$ cat src/rtl/gro_pkg.sv
package gro_pkg;

  // Rounding width codes, taken from the low two bits of the control word
  typedef enum logic [1:0] {
    RND_NARROWEST = 2'd0,
    RND_NARROW    = 2'd1,
    RND_WIDE      = 2'd2,
    RND_FULL      = 2'd3
  } rnd_code_e;

  localparam int unsigned N_RND_CODES = 4;
  localparam int unsigned N_LANES     = 2;

  // Number of bits kept for a width code: the full width, less one step for each code below the top
  function automatic int keep_width(input int out_w, input int step, input int code);
    return out_w - (N_RND_CODES - 1 - code) * step;
  endfunction

endpackage

$ cat src/rtl/gro_upshift.sv
// Up-shift with clamp to the signed accumulator range (combinational)
module gro_upshift #(
  parameter int ACC_W = 40,
  parameter int SH_W  = 4
) (
  input  logic [ACC_W-1:0] x,
  input  logic [SH_W-1:0]  sh,
  output logic [ACC_W-1:0] y
);
  localparam int MAX_SH = (1 << SH_W) - 1;
  localparam int WIDE   = ACC_W + MAX_SH;
  localparam int TOP_N  = WIDE - ACC_W + 1;
  localparam logic [ACC_W-1:0] POS_LIM = {1'b0, {(ACC_W-1){1'b1}}};
  localparam logic [ACC_W-1:0] NEG_LIM = {1'b1, {(ACC_W-1){1'b0}}};

  logic [WIDE-1:0]  ext;
  logic [WIDE-1:0]  shl;
  logic [TOP_N-1:0] upper;
  logic             ovf;

  always_comb begin
    ext   = {{MAX_SH{x[ACC_W-1]}}, x};
    shl   = ext << sh;
    upper = shl[WIDE-1:ACC_W-1];
    // all bits above the new sign must match it
    ovf   = !((&upper) || !(|upper));
    if (ovf) y = shl[WIDE-1] ? NEG_LIM : POS_LIM;
    else     y = shl[ACC_W-1:0];
  end
endmodule

$ cat src/rtl/gro_rounder.sv
// Half-up rounding to one of four kept widths with positive saturation (combinational)
module gro_rounder
  import gro_pkg::*;
#(
  parameter int ACC_W    = 40,
  parameter int OUT_W    = 24,
  parameter int RND_STEP = 4
) (
  input  logic [ACC_W-1:0] y,
  input  logic [1:0]       code,
  output logic [OUT_W-1:0] q
);
  logic [OUT_W-1:0] cand [N_RND_CODES];

  for (genvar g = 0; g < N_RND_CODES; g++) begin : g_width
    localparam int K    = keep_width(OUT_W, RND_STEP, g);
    localparam int LSB  = ACC_W - K;
    localparam logic [ACC_W:0]   HALF = (ACC_W+1)'(1) << (LSB - 1);
    localparam logic [OUT_W-1:0] MASK = ~((OUT_W'(1) << (OUT_W - K)) - OUT_W'(1));
    localparam logic [OUT_W-1:0] PSAT = {1'b0, {(OUT_W-1){1'b1}}} & MASK;

    logic [ACC_W:0] sum;
    logic           carry_ovf;

    always_comb begin
      sum       = {y[ACC_W-1], y} + HALF;
      carry_ovf = sum[ACC_W] ^ sum[ACC_W-1];
      cand[g]   = carry_ovf ? PSAT : (sum[ACC_W-1 -: OUT_W] & MASK);
    end
  end

  assign q = cand[code];
endmodule

$ cat src/rtl/gro_flow.sv
// Two-stage valid tracking with a single advance signal for the whole pipeline
module gro_flow (
  input  logic clk,
  input  logic rst_n,
  input  logic in_valid,
  input  logic out_ready,
  output logic in_ready,
  output logic s1_valid,
  output logic out_valid,
  output logic ld1,
  output logic ld2
);
  logic v1, v2;
  logic adv;

  assign adv       = !v2 || out_ready;
  assign in_ready  = adv;
  assign ld1       = adv && in_valid;
  assign ld2       = adv && v1;
  assign s1_valid  = v1;
  assign out_valid = v2;

  always_ff @(posedge clk) begin
    if (!rst_n) begin
      v1 <= 1'b0;
      v2 <= 1'b0;
    end else if (adv) begin
      v1 <= in_valid;
      v2 <= v1;
    end
  end
endmodule

$ cat src/rtl/gain_round_out.sv
module gain_round_out
  import gro_pkg::*;
#(
  parameter int ACC_W    = 40,
  parameter int OUT_W    = 24,
  parameter int SH_W     = 4,
  parameter int RND_STEP = 4
) (
  input  logic             clk,
  input  logic             rst_n,
  input  logic [SH_W+1:0]  cfg_word,
  input  logic             in_valid,
  output logic             in_ready,
  input  logic [ACC_W-1:0] in_i,
  input  logic [ACC_W-1:0] in_q,
  output logic             out_valid,
  input  logic             out_ready,
  output logic [OUT_W-1:0] out_i,
  output logic [OUT_W-1:0] out_q
);
  logic             s1_valid;
  logic             ld1, ld2;
  logic [SH_W-1:0]  in_sh;
  logic [1:0]       in_code;
  logic [1:0]       s1_code;
  logic [1:0]       s2_code;
  logic [ACC_W-1:0] lane_x [N_LANES];
  logic [ACC_W-1:0] s1_y   [N_LANES];
  logic [OUT_W-1:0] s2_q   [N_LANES];

  assign in_sh     = cfg_word[SH_W+1:2];
  assign in_code   = cfg_word[1:0];
  assign lane_x[0] = in_i;
  assign lane_x[1] = in_q;

  gro_flow u_flow (
    .clk       (clk),
    .rst_n     (rst_n),
    .in_valid  (in_valid),
    .out_ready (out_ready),
    .in_ready  (in_ready),
    .s1_valid  (s1_valid),
    .out_valid (out_valid),
    .ld1       (ld1),
    .ld2       (ld2)
  );

  // control word travels with its beat
  always_ff @(posedge clk) begin
    if (ld1) s1_code <= in_code;
    if (ld2) s2_code <= s1_code;
  end

  for (genvar g = 0; g < N_LANES; g++) begin : g_lane
    logic [ACC_W-1:0] y_c;
    logic [OUT_W-1:0] q_c;

    gro_upshift #(.ACC_W(ACC_W), .SH_W(SH_W)) u_shift (
      .x  (lane_x[g]),
      .sh (in_sh),
      .y  (y_c)
    );

    always_ff @(posedge clk) begin
      if (ld1) s1_y[g] <= y_c;
    end

    gro_rounder #(.ACC_W(ACC_W), .OUT_W(OUT_W), .RND_STEP(RND_STEP)) u_round (
      .y    (s1_y[g]),
      .code (s1_code),
      .q    (q_c)
    );

    always_ff @(posedge clk) begin
      if (ld2) s2_q[g] <= q_c;
    end
  end

  assign out_i = s2_q[0];
  assign out_q = s2_q[1];
endmodule

$ cat config.mk
export PLATFORM = sky130hd
export DESIGN_NAME = gain_round_out
export DESIGN_NICKNAME = d
export VERILOG_FILES = /design/src/rtl/gro_pkg.sv /design/src/rtl/gro_upshift.sv /design/src/rtl/gro_rounder.sv /design/src/rtl/gro_flow.sv /design/src/rtl/gain_round_out.sv
export SDC_FILE = /design/constraint.sdc
export NUM_CORES = 1
export LEC_CHECK = 0
export BUFFER_PORTS_ARGS = -buffer_cell sky130_fd_sc_hd__buf_2
export CAP_MARGIN = 30
export CELL_PAD_IN_SITES_DETAIL_PLACEMENT = 0
export CELL_PAD_IN_SITES_GLOBAL_PLACEMENT = 1
export CORE_UTILIZATION = 45
export DETAILED_ROUTE_END_ITERATION = 6
export PLACE_DENSITY = 0.88
export SLEW_MARGIN = 10
export SYNTH_ARGS = -nofsm -noshare
export SYNTH_HDL_FRONTEND = slang
export SYNTH_SLANG_ARGS = --single-unit
$ cat constraint.sdc
create_clock -name clk -period 4.1 [get_ports clk]
set_clock_uncertainty 0.15 [all_clocks]
set_input_delay 0.205 -clock clk [delete_from_list [all_inputs] [get_ports clk]]
set_output_delay 0.205 -clock clk [all_outputs]
set_load 0.1 [all_outputs]
==> report_table.html <==
<table>
<tr><th>Metric</th><th>Value</th></tr>
<tr><th colspan="2">Run status</th></tr>
<tr><td>Result of the run</td><td>complete, no violations</td></tr>
<tr><th colspan="2">Cells and area</th></tr>
<tr><td>Final design instance area without fill</td><td>0.0118 mm^2</td></tr>
<tr><td>Final nets</td><td>1376</td></tr>
<tr><td>Combined area of the multi-input logic cells</td><td>0.00687 mm^2</td></tr>
<tr><td>Area growth from synthesis to final layout</td><td>13.6%</td></tr>
<tr><td>Combined flip-flop and latch cell area</td><td>0.00304 mm^2</td></tr>
<tr><td>Layout filler cell count</td><td>2078</td></tr>
<tr><td>Count of antenna diodes in the layout</td><td>0</td></tr>
<tr><td>Layout cell share with drive strength beyond 1</td><td>0.241</td></tr>
<tr><td>Final Non-Filler Cells</td><td>approximately 1600</td></tr>
<tr><td>Post-layout util</td><td>0.522</td></tr>
<tr><th colspan="2">Power</th></tr>
<tr><td>Post-layout power</td><td>3390 uW</td></tr>
<tr><td>Pwr/cell area</td><td>287 mW/mm^2</td></tr>
<tr><td>Static leakage power</td><td>0.00449 uW</td></tr>
<tr><td>Highest ir drop seen on vdd</td><td>roughly 0.00016 V</td></tr>
<tr><th colspan="2">Floorplanning</th></tr>
<tr><td>Initial Utilization</td><td>0.459</td></tr>
<tr><td>Die Area</td><td>0.0237 mm^2</td></tr>
<tr><td>Floorplan Core Area</td><td>around 0.023 mm^2</td></tr>
<tr><td>FP Rows</td><td>55</td></tr>
<tr><td>Height of the die</td><td>154 um</td></tr>
<tr><td>Count of pins on the block boundary</td><td>140</td></tr>
<tr><td>Chip Width</td><td>roughly 150 um</td></tr>
<tr><th colspan="2">Synth</th></tr>
<tr><td>Area share of the largest cell type after synthesis</td><td>0.289</td></tr>
<tr><td>Number of nets in the synthesized netlist</td><td>1269</td></tr>
<tr><td>Netlist area before placement</td><td>0.0104 mm^2</td></tr>
<tr><td>Post-synth EDFFs</td><td>100</td></tr>
<tr><td>Async set-reset flop share out of synthesis</td><td>0</td></tr>
<tr><td>Yosys Warn Count</td><td>0</td></tr>
<tr><td>Post-synth top cells</td><td>sky130_fd_sc_hd__nand2_1, sky130_fd_sc_hd__nor2_1, sky130_fd_sc_hd__mux2i_1</td></tr>
<tr><td>Syn Area/Cell</td><td>8.94 um^2</td></tr>
<tr><td>Most area-consuming cells after synthesis</td><td>sky130_fd_sc_hd__edfxtp_1, sky130_fd_sc_hd__mux2i_1, sky130_fd_sc_hd__mux4_2, sky130_fd_sc_hd__a21oi_1, sky130_fd_sc_hd__nand2_1</td></tr>
<tr><td>Main synth FF type</td><td>sky130_fd_sc_hd__edfxtp_1</td></tr>
<tr><td>Count of mapped cells out of synthesis</td><td>1163</td></tr>
<tr><td>Most used standard cell by instance count after synthesis</td><td>sky130_fd_sc_hd__nand2_1</td></tr>
<tr><td>Flip-flop and latch count after synthesis</td><td>102</td></tr>
<tr><td>Number of distinct library cells after synthesis</td><td>71</td></tr>
<tr><td>Synth area leader</td><td>sky130_fd_sc_hd__edfxtp_1</td></tr>
<tr><td>Sequential-to-total area share from yosys stat</td><td>0.293</td></tr>
<tr><th colspan="2">Critical path</th></tr>
<tr><td>Delay of the slowest cell on the worst path</td><td>0.47 ns</td></tr>
<tr><td>Worst reg2reg startpoint</td><td>s1_y[0][28]$_DFFE_PP_</td></tr>
<tr><td>Most numerous cell on the critical path</td><td>sky130_fd_sc_hd__nor2_1</td></tr>
<tr><td>Crit Reg-Reg Endpoint</td><td>s2_q[0][17]$_DFFE_PP_</td></tr>
<tr><td>Length in cells of the worst reg-to-reg path</td><td>13</td></tr>
<tr><td>Type of destination of the critical path</td><td>flop</td></tr>
<tr><td>Largest fanout of any net on the critical path</td><td>11</td></tr>
<tr><td>Cell class contributing the biggest share of worst-path delay</td><td>simple AND/OR/NAND/NOR gates</td></tr>
<tr><td>Arrival time of data at the critical path endpoint</td><td>3.80 ns</td></tr>
<tr><td>Slowest stage cell, crit path</td><td>sky130_fd_sc_hd__edfxtp_1</td></tr>
<tr><td>Worst path bufs/invs</td><td>1</td></tr>
<tr><td>Category of the worst setup path launch point</td><td>flop</td></tr>
<tr><td>Flop2flop setup slack</td><td>around 0.25 ns</td></tr>
<tr><td>Required time of the critical path</td><td>4.05 ns</td></tr>
<tr><td>Worst setup path category</td><td>reg -&gt; reg</td></tr>
<tr><td>Ordered list of cells on the worst path</td><td>ha_1, and3_1, nand3_1, or3_1, nor2_1, xor2_1, ha_1, nor2b_2, nor2_1, buf_6, a221oi_1, nor2_1, a221o_1</td></tr>
<tr><th colspan="2">Drt</th></tr>
<tr><td>Violation count after the first detailed-routing iteration</td><td>986</td></tr>
<tr><td>DR vias</td><td>just under 10000</td></tr>
<tr><td>Vias per Instance</td><td>6.23</td></tr>
<tr><td>Total Routed Length</td><td>28800 um</td></tr>
<tr><td>Antenna Nets Post-Route</td><td>0</td></tr>
<tr><td>Post-route DRC violation count</td><td>0</td></tr>
<tr><td>Number of iterations in the first detailed-routing pass</td><td>6</td></tr>
<tr><td>Routed wire length per instance</td><td>18.5 um</td></tr>
<tr><th colspan="2">Timing</th></tr>
<tr><td>Time the final worst path needs with I/O delays and setup</td><td>3.85 ns</td></tr>
<tr><td>Actual slew at the worst max-slew pin</td><td>0.972 ns</td></tr>
<tr><td>Final setup violation count</td><td>0</td></tr>
<tr><td>Achievable Freq</td><td>0.260 GHz</td></tr>
<tr><td>Unrepaired setup endpoints after global routing</td><td>no</td></tr>
<tr><td>Final Hold Violating Endpoints</td><td>0</td></tr>
<tr><td>Share of the clock period used by the worst path after layout</td><td>0.939</td></tr>
<tr><td>Worst slew margin relative to its limit</td><td>0.335</td></tr>
<tr><td>Total Neg Setup Slack</td><td>0 ns</td></tr>
<tr><td>Count of final max-slew check failures</td><td>0</td></tr>
<tr><th colspan="2">Placed design</th></tr>
<tr><td>Placed instance area</td><td>0.0114 mm^2</td></tr>
<tr><td>Post-placement cell count</td><td>1539</td></tr>
<tr><td>Total half-perimeter wirelength after legalization and detailed placement</td><td>roughly 22000 um</td></tr>
<tr><td>GPL Wtd Cong</td><td>0.933</td></tr>
<tr><td>IO Port Bufs</td><td>139</td></tr>
<tr><th colspan="2">GRT</th></tr>
<tr><td>First-pass GRT wire length</td><td>46500 um</td></tr>
<tr><td>Remaining global-route overflow</td><td>0</td></tr>
<tr><td>Maximum number of pins on one net before global-route repair</td><td>64</td></tr>
<tr><td>Antenna violations before repair</td><td>0</td></tr>
<tr><td>Vias in the first global route</td><td>a little under 9000</td></tr>
<tr><td>Overall track demand over capacity in global routing</td><td>0.244</td></tr>
<tr><th colspan="2">Run</th></tr>
<tr><td>Max-capacitance violation count</td><td>0</td></tr>
<tr><th colspan="2">Clock network</th></tr>
<tr><td>Buffer type at the clock tree root</td><td>sky130_fd_sc_hd__clkbuf_16</td></tr>
<tr><td>Max Buffers Root-to-Sink</td><td>2</td></tr>
<tr><td>H-tree depth reported by CTS</td><td>3</td></tr>
<tr><td>Num CTS Buffers</td><td>9</td></tr>
<tr><td>Clock latency at the later pin of the worst-skew pair</td><td>0.35 ns</td></tr>
<tr><td>TritonCTS clock tree</td><td>done</td></tr>
<tr><td>Clock-pin slew on the worst setup and hold paths</td><td>0.07 ns</td></tr>
<tr><td>Clock sink count</td><td>102</td></tr>
<tr><th colspan="2">Hold path</th></tr>
<tr><td>Endpoint of the worst hold-timing path</td><td>u_flow.out_valid$_SDFFE_PN0N_</td></tr>
<tr><td>Min-delay src</td><td>out_ready</td></tr>
<tr><td>Min-delay worst type</td><td>in -&gt; reg</td></tr>
<tr><td>Hold-critical path depth</td><td>3</td></tr>
</table>
[layout by cell type, fill, tap and decap left out, types with 5 or more instances in the layout]
master,n
sky130_fd_sc_hd__nor2b_1,21
sky130_fd_sc_hd__and3_1,17
sky130_fd_sc_hd__a211oi_1,23
sky130_fd_sc_hd__mux4_2,46
sky130_fd_sc_hd__clkbuf_16,9
sky130_fd_sc_hd__ha_1,16
sky130_fd_sc_hd__o221ai_1,5
sky130_fd_sc_hd__nor4_1,5
sky130_fd_sc_hd__o211ai_1,6
sky130_fd_sc_hd__nand2b_1,9
sky130_fd_sc_hd__nor2_1,113
sky130_fd_sc_hd__a31oi_1,24
sky130_fd_sc_hd__a2111oi_0,7
sky130_fd_sc_hd__xnor2_1,10
sky130_fd_sc_hd__xor2_1,16
sky130_fd_sc_hd__nand3_1,30
sky130_fd_sc_hd__buf_2,136
sky130_fd_sc_hd__a21oi_1,104
sky130_fd_sc_hd__buf_4,49
sky130_fd_sc_hd__inv_1,11
sky130_fd_sc_hd__a31o_2,10
sky130_fd_sc_hd__nand4_1,9
sky130_fd_sc_hd__o22ai_1,5
sky130_fd_sc_hd__o31ai_1,7
sky130_fd_sc_hd__o21ai_0,86
sky130_fd_sc_hd__edfxtp_1,100
sky130_fd_sc_hd__nor3_1,19
sky130_fd_sc_hd__o21a_1,6
sky130_fd_sc_hd__and2_1,15
sky130_fd_sc_hd__mux2_2,32
sky130_fd_sc_hd__mux2i_1,108
sky130_fd_sc_hd__nand2_1,124
[worst min-delay path, cell delays in order]
cell                       delay [ns]
sky130_fd_sc_hd__buf_2           0.07
sky130_fd_sc_hd__nand2b_1        0.16
sky130_fd_sc_hd__a21boi_0        0.10
[cell families (layout without fill, tap and decap cells)]
family / count (synthesis) / count (layout) / synth area share
muxes: 189 / 189 / 0.245
and+or+nand+nor: 388 / 388 / 0.172
AOI/OAI and AO/OA: 333 / 333 / 0.201
xor gates and xnor gates: 26 / 26 / 0.0219
DFF: 102 / 102 / 0.293
adders and majority gates: 16 / 16 / 0.0193
buffers and inverters: 109 / 221 / 0.0486
[through the flow]
step,setup slack (ns),hold WS (ns)
after global placement,0.248,0.246
after floorplan,0.408,0.154
final,0.252,0.0817
after detailed placement,0.145,0.240
after global routing,0.0238,0.0747
after CTS,0.122,0.0664
[worst max-delay path by stage]
stage,startpoint,end,slack (ns),cells past startpoint
after global routing,s1_y[0][28]$_DFFE_PP_,s2_q[0][8]$_DFFE_PP_,0.02,14
after floorplan,s1_y[0][25]$_DFFE_PP_,s2_q[0][17]$_DFFE_PP_,0.41,15
after detailed placement,s1_y[0][28]$_DFFE_PP_,s2_q[0][15]$_DFFE_PP_,0.15,14
after global placement,s1_y[0][28]$_DFFE_PP_,s2_q[0][21]$_DFFE_PP_,0.25,14
final,s1_y[0][28]$_DFFE_PP_,s2_q[0][17]$_DFFE_PP_,0.25,13
after CTS,s1_y[0][28]$_DFFE_PP_,s2_q[0][15]$_DFFE_PP_,0.12,14
[power breakdown]
part / leakage, uW / internal [uW] / switching [uW] / total (uW)
Sequential: 0.000960 / 1230 / 55.7 / 1280
Combinational: 0.00336 / 423 / 766 / 1190
Clock: 0.000163 / 555 / 364 / 919
[per-layer routing]
metal | vias to the layer above | wire length (um) | GRT usage
met4 | 0 | 434 | 0.0719
li1 | 4673 | - | -
met5 | - | 0 | 0
met2 | 489 | 12300 | 0.355
met1 | 4526 | 13900 | 0.380
met3 | 38 | 2180 | 0.0192
[sequential cells by signal, indices dropped and copies added, names as in the netlist]
register / count
s1_code: 2
s1_y: 50
s2_q: 48
u_flow.out_valid: 1
u_flow.s1_valid: 1
[area by class of cell]
| cell class | count | share of cell area |
|---|---|---|
| Sequential cell | 102 | 0.258 |
| Multi-Input combinational cell | 952 | 0.582 |
| Inverter | 12 | 0.00381 |
| Tap cell | 285 | 0.0302 |
| Timing Repair Buffer | 193 | 0.0982 |
| Clock buffer | 10 | 0.0202 |
| Clock inverter | 6 | 0.00773 |
[timing repair]
action,4_1_cts,5_1_grt
setup endpoints to repair,0,14
endpoints found under the hold margin,4,0
resized for setup,0,9
hold buffers,4,0
buffers inserted,0,1
Power figures use the tool's default switching activity.
